**src/rtl/rns_crt_pkg.sv**
```systemverilog
package rns_crt_pkg;

    localparam int NCH   = 3;
    localparam int SUM_W = 10;

    // moduli of the channels, pairwise coprime
    function automatic int modulus(input int k);
        case (k)
            0:       return 5;
            1:       return 11;
            default: return 14;
        endcase
    endfunction

    function automatic int dyn_range();
        int p;
        p = 1;
        for (int k = 0; k < NCH; k++) p = p * modulus(k);
        return p;
    endfunction

    function automatic int max_mod();
        int mx;
        mx = 0;
        for (int k = 0; k < NCH; k++) if (modulus(k) > mx) mx = modulus(k);
        return mx;
    endfunction

    // CRT position weight M/m
    function automatic int weight(input int k);
        return dyn_range() / modulus(k);
    endfunction

    // multiplicative inverse of the weight modulo its own modulus
    function automatic int inverse(input int k);
        int m;
        int w;
        m = modulus(k);
        w = weight(k) % m;
        for (int j = 1; j < m; j++) if (((w * j) % m) == 1) return j;
        return 0;
    endfunction

    // largest weighted sum before the final reduction
    function automatic int max_acc();
        int s;
        s = 0;
        for (int k = 0; k < NCH; k++) s = s + weight(k) * (modulus(k) - 1);
        return s;
    endfunction

    localparam int DYN   = dyn_range();
    localparam int RES_W = $clog2(max_mod());
    localparam int ACC_W = $clog2(max_acc() + 1);
    localparam int VEC_W = NCH * RES_W;

    typedef logic [RES_W-1:0]           res_t;
    typedef logic [NCH-1:0][RES_W-1:0]  res_vec_t;

    typedef struct packed {
        logic     vld;
        res_vec_t r;
    } chan_stage_t;

    typedef struct packed {
        logic             vld;
        logic [SUM_W-1:0] val;
    } out_stage_t;

endpackage

```
**src/rtl/rns_chan_add.sv**
```systemverilog
module rns_chan_add
    import rns_crt_pkg::*;
#(
    parameter int MODV = 5
) (
    input  logic clk,
    input  logic rst,
    input  logic en,
    input  res_t a,
    input  res_t b,
    input  res_t c,
    output res_t r_q
);
    localparam int SW = RES_W + 2;
    localparam logic [SW-1:0] M1 = SW'(MODV);
    localparam logic [SW-1:0] M2 = SW'(2 * MODV);

    logic [SW-1:0] raw;
    logic [SW-1:0] red;

    assign raw = SW'(a) + SW'(b) + SW'(c);

    always_comb begin
        if (raw >= M2)      red = raw - M2;
        else if (raw >= M1) red = raw - M1;
        else                red = raw;
    end

    always_ff @(posedge clk) begin
        if (rst)     r_q <= '0;
        else if (en) r_q <= RES_W'(red);
    end


    chan_range_chk: assert property (@(posedge clk) disable iff (rst)
        (int'(r_q) < MODV));

endmodule

```
**src/rtl/crt_recon.sv**
```systemverilog
module crt_recon
    import rns_crt_pkg::*;
(
    input  logic             clk,
    input  logic             rst,
    input  logic             chk_en,
    input  res_vec_t         res,
    output logic [SUM_W-1:0] bin
);
    localparam logic [ACC_W-1:0] D1 = ACC_W'(DYN);
    localparam logic [ACC_W-1:0] D2 = ACC_W'(2 * DYN);

    logic [NCH-1:0][ACC_W-1:0] term;
    logic [ACC_W-1:0]          acc;
    logic [ACC_W-1:0]          red;

    for (genvar k = 0; k < NCH; k++) begin : g_term
        localparam int MK = modulus(k);
        localparam int WK = weight(k);
        localparam int IK = inverse(k);
        int digit;
        always_comb begin
            digit   = (int'(res[k]) * IK) % MK;
            term[k] = ACC_W'(digit * WK);
        end
    end

    always_comb begin
        acc = '0;
        for (int k = 0; k < NCH; k++) acc = acc + term[k];
    end

    always_comb begin
        if (acc >= D2)      red = acc - D2;
        else if (acc >= D1) red = acc - D1;
        else                red = acc;
    end

    assign bin = SUM_W'(red);


    crt_range_chk: assert property (@(posedge clk) disable iff (rst)
        chk_en |-> (int'(acc) <= max_acc()) && (int'(red) < DYN));

endmodule

```
**src/rtl/rns_crt_sum.sv**
```systemverilog
module rns_crt_sum
    import rns_crt_pkg::*;
(
    input  logic             clk,
    input  logic             rst,
    input  logic             in_vld,
    input  logic [VEC_W-1:0] opa_res,
    input  logic [VEC_W-1:0] opb_res,
    input  logic [VEC_W-1:0] opc_res,
    output logic             sum_vld,
    output logic [SUM_W-1:0] sum_out
);
    res_vec_t         va, vb, vc;
    chan_stage_t      s1;
    out_stage_t       s2;
    logic [SUM_W-1:0] bin;

    assign va = opa_res;
    assign vb = opb_res;
    assign vc = opc_res;

    for (genvar k = 0; k < NCH; k++) begin : g_chan
        rns_chan_add #(.MODV(modulus(k))) u_add (
            .clk (clk),
            .rst (rst),
            .en  (in_vld),
            .a   (va[k]),
            .b   (vb[k]),
            .c   (vc[k]),
            .r_q (s1.r[k])
        );
    end

    always_ff @(posedge clk) begin
        if (rst) s1.vld <= 1'b0;
        else     s1.vld <= in_vld;
    end

    crt_recon u_crt (
        .clk    (clk),
        .rst    (rst),
        .chk_en (s1.vld),
        .res    (s1.r),
        .bin    (bin)
    );

    always_ff @(posedge clk) begin
        if (rst) begin
            s2 <= '0;
        end else begin
            s2.vld <= s1.vld;
            if (s1.vld) s2.val <= bin;
        end
    end

    assign sum_vld = s2.vld;
    assign sum_out = s2.val;


    lat_two_chk: assert property (@(posedge clk) disable iff (rst)
        sum_vld |-> $past(in_vld, 2));


    hold_idle_chk: assert property (@(posedge clk) disable iff (rst)
        !sum_vld |-> $stable(sum_out));


    rst_clear_chk: assert property (@(posedge clk)
        rst |=> (!sum_vld && sum_out == '0));


    out_range_chk: assert property (@(posedge clk) disable iff (rst)
        sum_vld |-> (int'(sum_out) < DYN));

endmodule

```
**config.mk**
```make
export PLATFORM = sky130hd
export DESIGN_NAME = rns_crt_sum
export DESIGN_NICKNAME = d
export VERILOG_FILES = /design/src/rtl/rns_crt_pkg.sv /design/src/rtl/rns_chan_add.sv /design/src/rtl/crt_recon.sv /design/src/rtl/rns_crt_sum.sv
export SDC_FILE = /design/constraint.sdc
export NUM_CORES = 1
export LEC_CHECK = 0
export CORE_MARGIN = 10
export CORE_UTILIZATION = 50
export CTS_BUF_LIST = sky130_fd_sc_hd__clkbuf_4 sky130_fd_sc_hd__clkbuf_8
export CTS_CLUSTER_DIAMETER = 100
export DETAILED_ROUTE_END_ITERATION = 16
export DONT_BUFFER_PORTS = 1
export GPL_TIMING_DRIVEN = 1
export PLACE_DENSITY = 0.74
export SLEW_MARGIN = 10
export SYNTH_ARGS = -nofsm -noshare
export SYNTH_HDL_FRONTEND = slang
export SYNTH_SLANG_ARGS = --single-unit
```
**constraint.sdc**
```tcl
create_clock -name clk -period 11.8 [get_ports clk]
set_input_delay 0 -clock clk [delete_from_list [all_inputs] [get_ports clk]]
set_output_delay 0 -clock clk [all_outputs]
set_load 0.05 [all_outputs]
```
# --- After elaboration in Yosys (flattened, before gate mapping) ---
# Index checks and enable logic that the tools add are counted.
totals:
  ff_bits: 24
  wordCells: 46
  output_inout_bits: 11
  input_bits: 39
classes:
  n_mul: 5
  div_mod_pow: 3
  addsub: 16
  order_cmp: 8
  n_mux: 8
op_table:
  columns: ["op", "n"]
  rows:
  - ["32-bit by 5-bit modulo with 32-bit output, second input constant", 2]
  - ["7-bit by 4-bit modulo with 32-bit output, second input constant", 1]
  - ["32-bit by 7-bit multiplier with 10-bit output, second input constant", 1]
  - ["32-bit by 7-bit multiplier with 11-bit output, second input constant", 1]
  - ["32-bit by 8-bit multiplier with 10-bit output, second input constant", 1]
  - ["4-bit two-way mux", 6]
  - ["11-bit adder", 2]
  - ["10-bit two-way mux", 2]
  - ["10-bit subtractor, second input constant", 2]
  - ["5-bit by 4-bit adder with 6-bit output", 3]
  - ["6-bit by 4-bit >= comparator with 1-bit output, second input constant", 3]
  - ["4-bit subtractor, second input constant", 4]
  - ["4-bit by 4-bit adder with 5-bit output", 3]
  - ["6-bit by 5-bit >= comparator with 1-bit output, second input constant", 2]
  - ["11-bit by 10-bit >= comparator with 1-bit output, second input constant", 1]
  - ["11-bit >= comparator, second input constant", 1]
  - ["4-bit by 4-bit multiplier with 8-bit output, second input constant", 1]
  - ["4-bit by 3-bit subtractor with 4-bit output, second input constant", 2]
  - ["6-bit by 3-bit >= comparator with 1-bit output, second input constant", 1]
  - ["4-bit by 2-bit multiplier with 6-bit output, second input constant", 1]

# --- Longest topological paths before layout ---
depth:
  depth_word: 8
  mapped_depth: 52
  mapped_depth_nobuf: 49

# --- Cells and area by module ---
# From an unflattened synthesis, not the netlist that was laid out.
unflattened:
  cells_unflattened: 1000
  hier_area_um2: 8187.9
by_module_without_submodules:
  columns: ["module", "instances", "cells_each", "seq_area_each_um2", "area_each_um2"]
  rows:
  - ["crt_recon", 1, 750, 0.0, 5953.2]
  - ["rns_chan_add (g_chan[1].u_add)", 1, 82, 80.1, 680.7]
  - ["rns_chan_add (g_chan[0].u_add)", 1, 64, 80.1, 581.8]
  - ["rns_chan_add (g_chan[2].u_add)", 1, 68, 80.1, 565.5]
  - ["rns_crt_sum", 1, 36, 240.2, 406.6]

# --- Least setup slack after synthesis ---
# OpenSTA, ideal clock, no wires.
synth_timing:
  path_type: "flip-flop to flip-flop"
  start: "register g_chan[1].u_add.r_q[1]"
  end: "register s2 (netlist bit sum_out[8])"
  arrival_time_ns: 11.660
  setup_time_ns: 0.120
  n_path_buf: 3
  required_time_ns: 11.680
  path_stages_with_launch: 50
  synth_period_minus_slack_ns: 11.780
  slack_ns: 0.020
  path_cell_list: "dfxtp_1 ha_1 fa_1 xnor2_1 ha_1 clkbuf_1 nor3b_1 mux2i_1 a21boi_0 or2_2 ha_1 buf_1 o21bai_1 a21oi_2 and3_1 buf_2 xnor2_1 ha_1 (+14 left out) fa_1 fa_1 fa_1 xor2_1 xnor2_1 xnor2_1 xnor2_1 xnor2_1 xnor2_1 xnor2_1 xnor2_1 xnor3_1 xnor2_1 xnor3_2 nor2_1 mux2_2 and3_1 o31a_1"
synth_via:
  elab_chain_len: 8
  elab_cells_between_ends: 11
  classes_between: "add/sub (4); mul (2); div (1); order compare (2); mux (2)"
synth_lines:
  columns: ["item", "line_no", "rtl"]
  rows:
  - ["from (decl)", "rns_chan_add.sv:12", "output res_t r_q"]
  - ["from (signal assigned)", "rns_chan_add.sv:31", "else if (en) r_q <= RES_W'(red);"]
  - ["4-bit by 2-bit multiplier with 6-bit output *", "crt_recon.sv:23", "digit = (int'(res[k]) * IK) % MK;"]
  - ["32-bit by 5-bit modulo with 32-bit output *", "crt_recon.sv:23", null]
  - ["32-bit by 7-bit multiplier with 10-bit output *", "crt_recon.sv:24", "term[k] = ACC_W'(digit * WK);"]
  - ["11-bit adder * (2 in series)", "crt_recon.sv:30", "for (int k = 0; k < NCH; k++) acc = acc + term[k];"]
  - ["10-bit subtractor or 11-bit by 10-bit >= comparator with 1-bit output (tied branches)", "crt_recon.sv:35", "else if (acc >= D1) red = acc - D1;"]
  - ["10-bit two-way mux", "crt_recon.sv:35", null]
  - ["10-bit two-way mux *", "crt_recon.sv:34", "if (acc >= D2) red = acc - D2;"]
  - ["to (decl)", "rns_crt_sum.sv:15", "out_stage_t s2;"]
# Every way passes the cells marked *; elsewhere a longest branch is shown, timed or not.
# A chain may end at the register's enable or synchronous reset.

# --- Final worst setup path ---
layout_timing:
  start: "register g_chan[1].u_add.r_q[1]"
  end: "register s2 (netlist bit sum_out[5])"
# Same word-level chain as after synthesis.

==> metrics.cfg <==
[outcome]
outcome=finished, final reports clean

[cts]
cts_tree=yes
htree_levels=1
cts_root_buf=clkbuf_8
cts_made_buffers=3
cts_sinks=24
clk_pin_slew_worst_paths_ps=90
insertion_delay_ps=290
cts_buffer_depth=2

[finish]
multi_input_area_sq_um=6770
nNetsFinal=1201
antennaDiodeCount=0
fillers=1363
area_delta_synth_final_pct=9.66
regArea_sq_um=490
drive_gt1_frac=0.121
fin_util=0.555

[floorplanning]
fp.dieArea_sq_um=20700
die_h_um=144
io_pins=50
die_w_um=144
fp-row-count=45
core-area_sq_um=15100
start_util=0.506

[critical_path]
cp-end-kind=flip-flop
critical-path-max-stage-delay_ps=490
worstPathMaxFanout=8
critical_path_depth=47
critPathArrivalTime_ps=11680
cp_common_cell=xnor2_1
required_ps=12000
rrSetupSlack_ps=330
r2r_start=g_chan[1].u_add.r_q[1]$_SDFFE_PP0P_
r2r_cells=47
cpMaxStageDelayCell=fa_1
path_buf_inv=3
start_kind=flip-flop
critical_path_class=flip-flop to flip-flop
worstReg2RegEnd=sum_out[5]$_SDFFE_PP0P_
critPathTopFamily=adder cells

[sta]
fin_worst_skew_ps=2.69
fin_crit_ps=11470
finalSetupTns_ps=0
max_slew_margin=0.293
max_freq_mhz=87.2
setup_viol=0
tightest_slew_ps=1060
period_share=0.972
finalMaxSlewViolations=0
hold_viol=0

[place]
gp_congestion=0.897
port_buffers=0
hpwl_mm=14.3

[route]
first_pass_iters=5
viasPerCell=5.65
detail-route-antenna-nets=0
wl_per_cell_um=15.0
drc=0
routed_wl_mm=17.5
drt_iter0_markers=399
dr_total_vias=6554

[min_path]
hold_depth=3
hold_end=g_chan[2].u_add.r_q[0]$_SDFFE_PP0P_
min_from=opc_res[8]
hold_class=input port to flip-flop

[synthesis]
synth_seq_area_share=0.0626
ys_ff_latch=24
synth_flop_cell=dfxtp_1
ys_async_sr_fraction=0
syn_inst=951
avgSynthCellArea_sq_um=8.07
syn_nets=1179
yosysWarnings=0
netlist-cell-type-count=81
post_synth_instance_area_sq_um=7670
synth_edf_count=0

[global_route]
grt_overflow=0
grt_pass1_vias=6241
antenna_found_initial=0
grt_max_degree=25
grt_pass1_wl_mm=28.5
grt_usage=0.163

[job]
drv_cap=0

-- layout make-up --
type	count	share of cell area
clock buffer	3	0.00491
clock inverter	1	0.00357
inverter	143	0.0638
multi-input combinational	760	0.804
sequential	24	0.0583
tap	188	0.0280
timing repair buffer	41	0.0372
-- cells in the mapped netlist, types with 9 or more instances --
| master | number | share of area |
|---|---|---|
| inv_1 | 141 | 0.069 |
| ha_1 | 132 | 0.22 |
| nor2_1 | 78 | 0.038 |
| a21oi_1 | 62 | 0.040 |
| fa_1 | 57 | 0.15 |
| xnor2_1 | 51 | 0.058 |
| nand2_1 | 46 | 0.023 |
| o21ai_0 | 43 | 0.028 |
| xor2_1 | 25 | 0.029 |
| dfxtp_1 | 24 | 0.063 |
| nor2b_1 | 19 | 0.015 |
| mux2i_1 | 18 | 0.023 |
| nand3_1 | 18 | 0.012 |
| a211oi_1 | 17 | 0.017 |
| a21o_1 | 16 | 0.016 |
| nor3_1 | 16 | 0.010 |
| nand2b_1 | 15 | 0.012 |
| clkbuf_1 | 13 | 0.0064 |
| a31oi_1 | 10 | 0.0082 |
| mux2_2 | 10 | 0.015 |
| and3_1 | 9 | 0.0073 |
-- worst max path at each step --
stage	end	start
floorplan	sum_out[8]$_SDFFE_PP0P_	g_chan[1].u_add.r_q[1]$_SDFFE_PP0P_
global placement	sum_out[8]$_SDFFE_PP0P_	g_chan[1].u_add.r_q[1]$_SDFFE_PP0P_
detailed placement	sum_out[8]$_SDFFE_PP0P_	g_chan[1].u_add.r_q[1]$_SDFFE_PP0P_
CTS	sum_out[8]$_SDFFE_PP0P_	g_chan[1].u_add.r_q[1]$_SDFFE_PP0P_
global route	sum_out[8]$_SDFFE_PP0P_	g_chan[1].u_add.r_q[1]$_SDFFE_PP0P_
finish	sum_out[5]$_SDFFE_PP0P_	g_chan[1].u_add.r_q[1]$_SDFFE_PP0P_
-- kinds of logic after synthesis --
logic type               Yosys count  share of synthesized area
AND/OR/NAND/NOR                  239                      0.158
AO/OA/AOI/OAI                    219                      0.187
adder cells (fa/ha/maj)          192                      0.368
buffers and inverters            167                     0.0848
XOR/XNOR                          79                     0.0959
multiplexers                      31                     0.0439
flip-flops                        24                     0.0626
-- worst min-delay path: cells and delay by family --
| kind | cells | cell delay, ps |
|---|---|---|
| compound gates | 1 | 70 |
| fa+ha+maj | 1 | 190 |
| buf+inv | 1 | 50 |
-- sequential cells by signal, summed over array words and instances (netlist names) --
signal            flops
sum_vld               1
g_chan.u_add.r_q     12
sum_out              10
s1                    1
-- routing by layer --
metal | global-route usage | up-vias | routed length [um]
li1 | - | 3311 | -
met1 | 0.206 | 3073 | 7910
met2 | 0.284 | 147 | 8560
met3 | 0.0211 | 23 | 642
met4 | 0.0419 | 0 | 343
met5 | 0 | - | 0
-- what timing repair did --
action                     4_1_cts  5_1_grt
pin swaps                        1       19
resized for setup                3       55
hold buffers                     2        0
hold endpoints to repair        24        0
setup endpoints to repair        3        9
buffers inserted                 1       13
-- placed cells by master (no fill, tap or decap), types with 5 or more instances in the layout --
master and count:
inv_1 140, ha_1 127, nor2_1 76, fa_1 56
a21oi_1 55, xnor2_1 48, nand2_1 45, o21ai_0 42
buf_4 39, xor2_1 22, dfxtp_1 20, mux2i_1 17
a21o_1 16, nand3_1 16, nor3_1 16, nand2b_1 15
nor2b_1 15, a211oi_1 14, mux2_2 10, a31oi_1 9
a21oi_2 9, and3_1 8, o21bai_1 6, o211ai_1 6
o21a_1 6, nand3b_1 5, or3_1 5
-- through the flow --
step	hold WS, ps	cell area [sq um]	setup WS, ps	std cells
after global routing	92.6	8410	-124	1160
after CTS	70.6	8090	21.4	1147
after detailed placement	74.2	7980	-88.6	1140
after floorplan	71.6	7670	19.9	951
final	67.2	8410	326	1160
after global placement	72.8	7980	141	1140
Power is left out: the tool's default activity adds up to more than one toggle a clock period on the data nets, which glitch-free logic cannot reach.
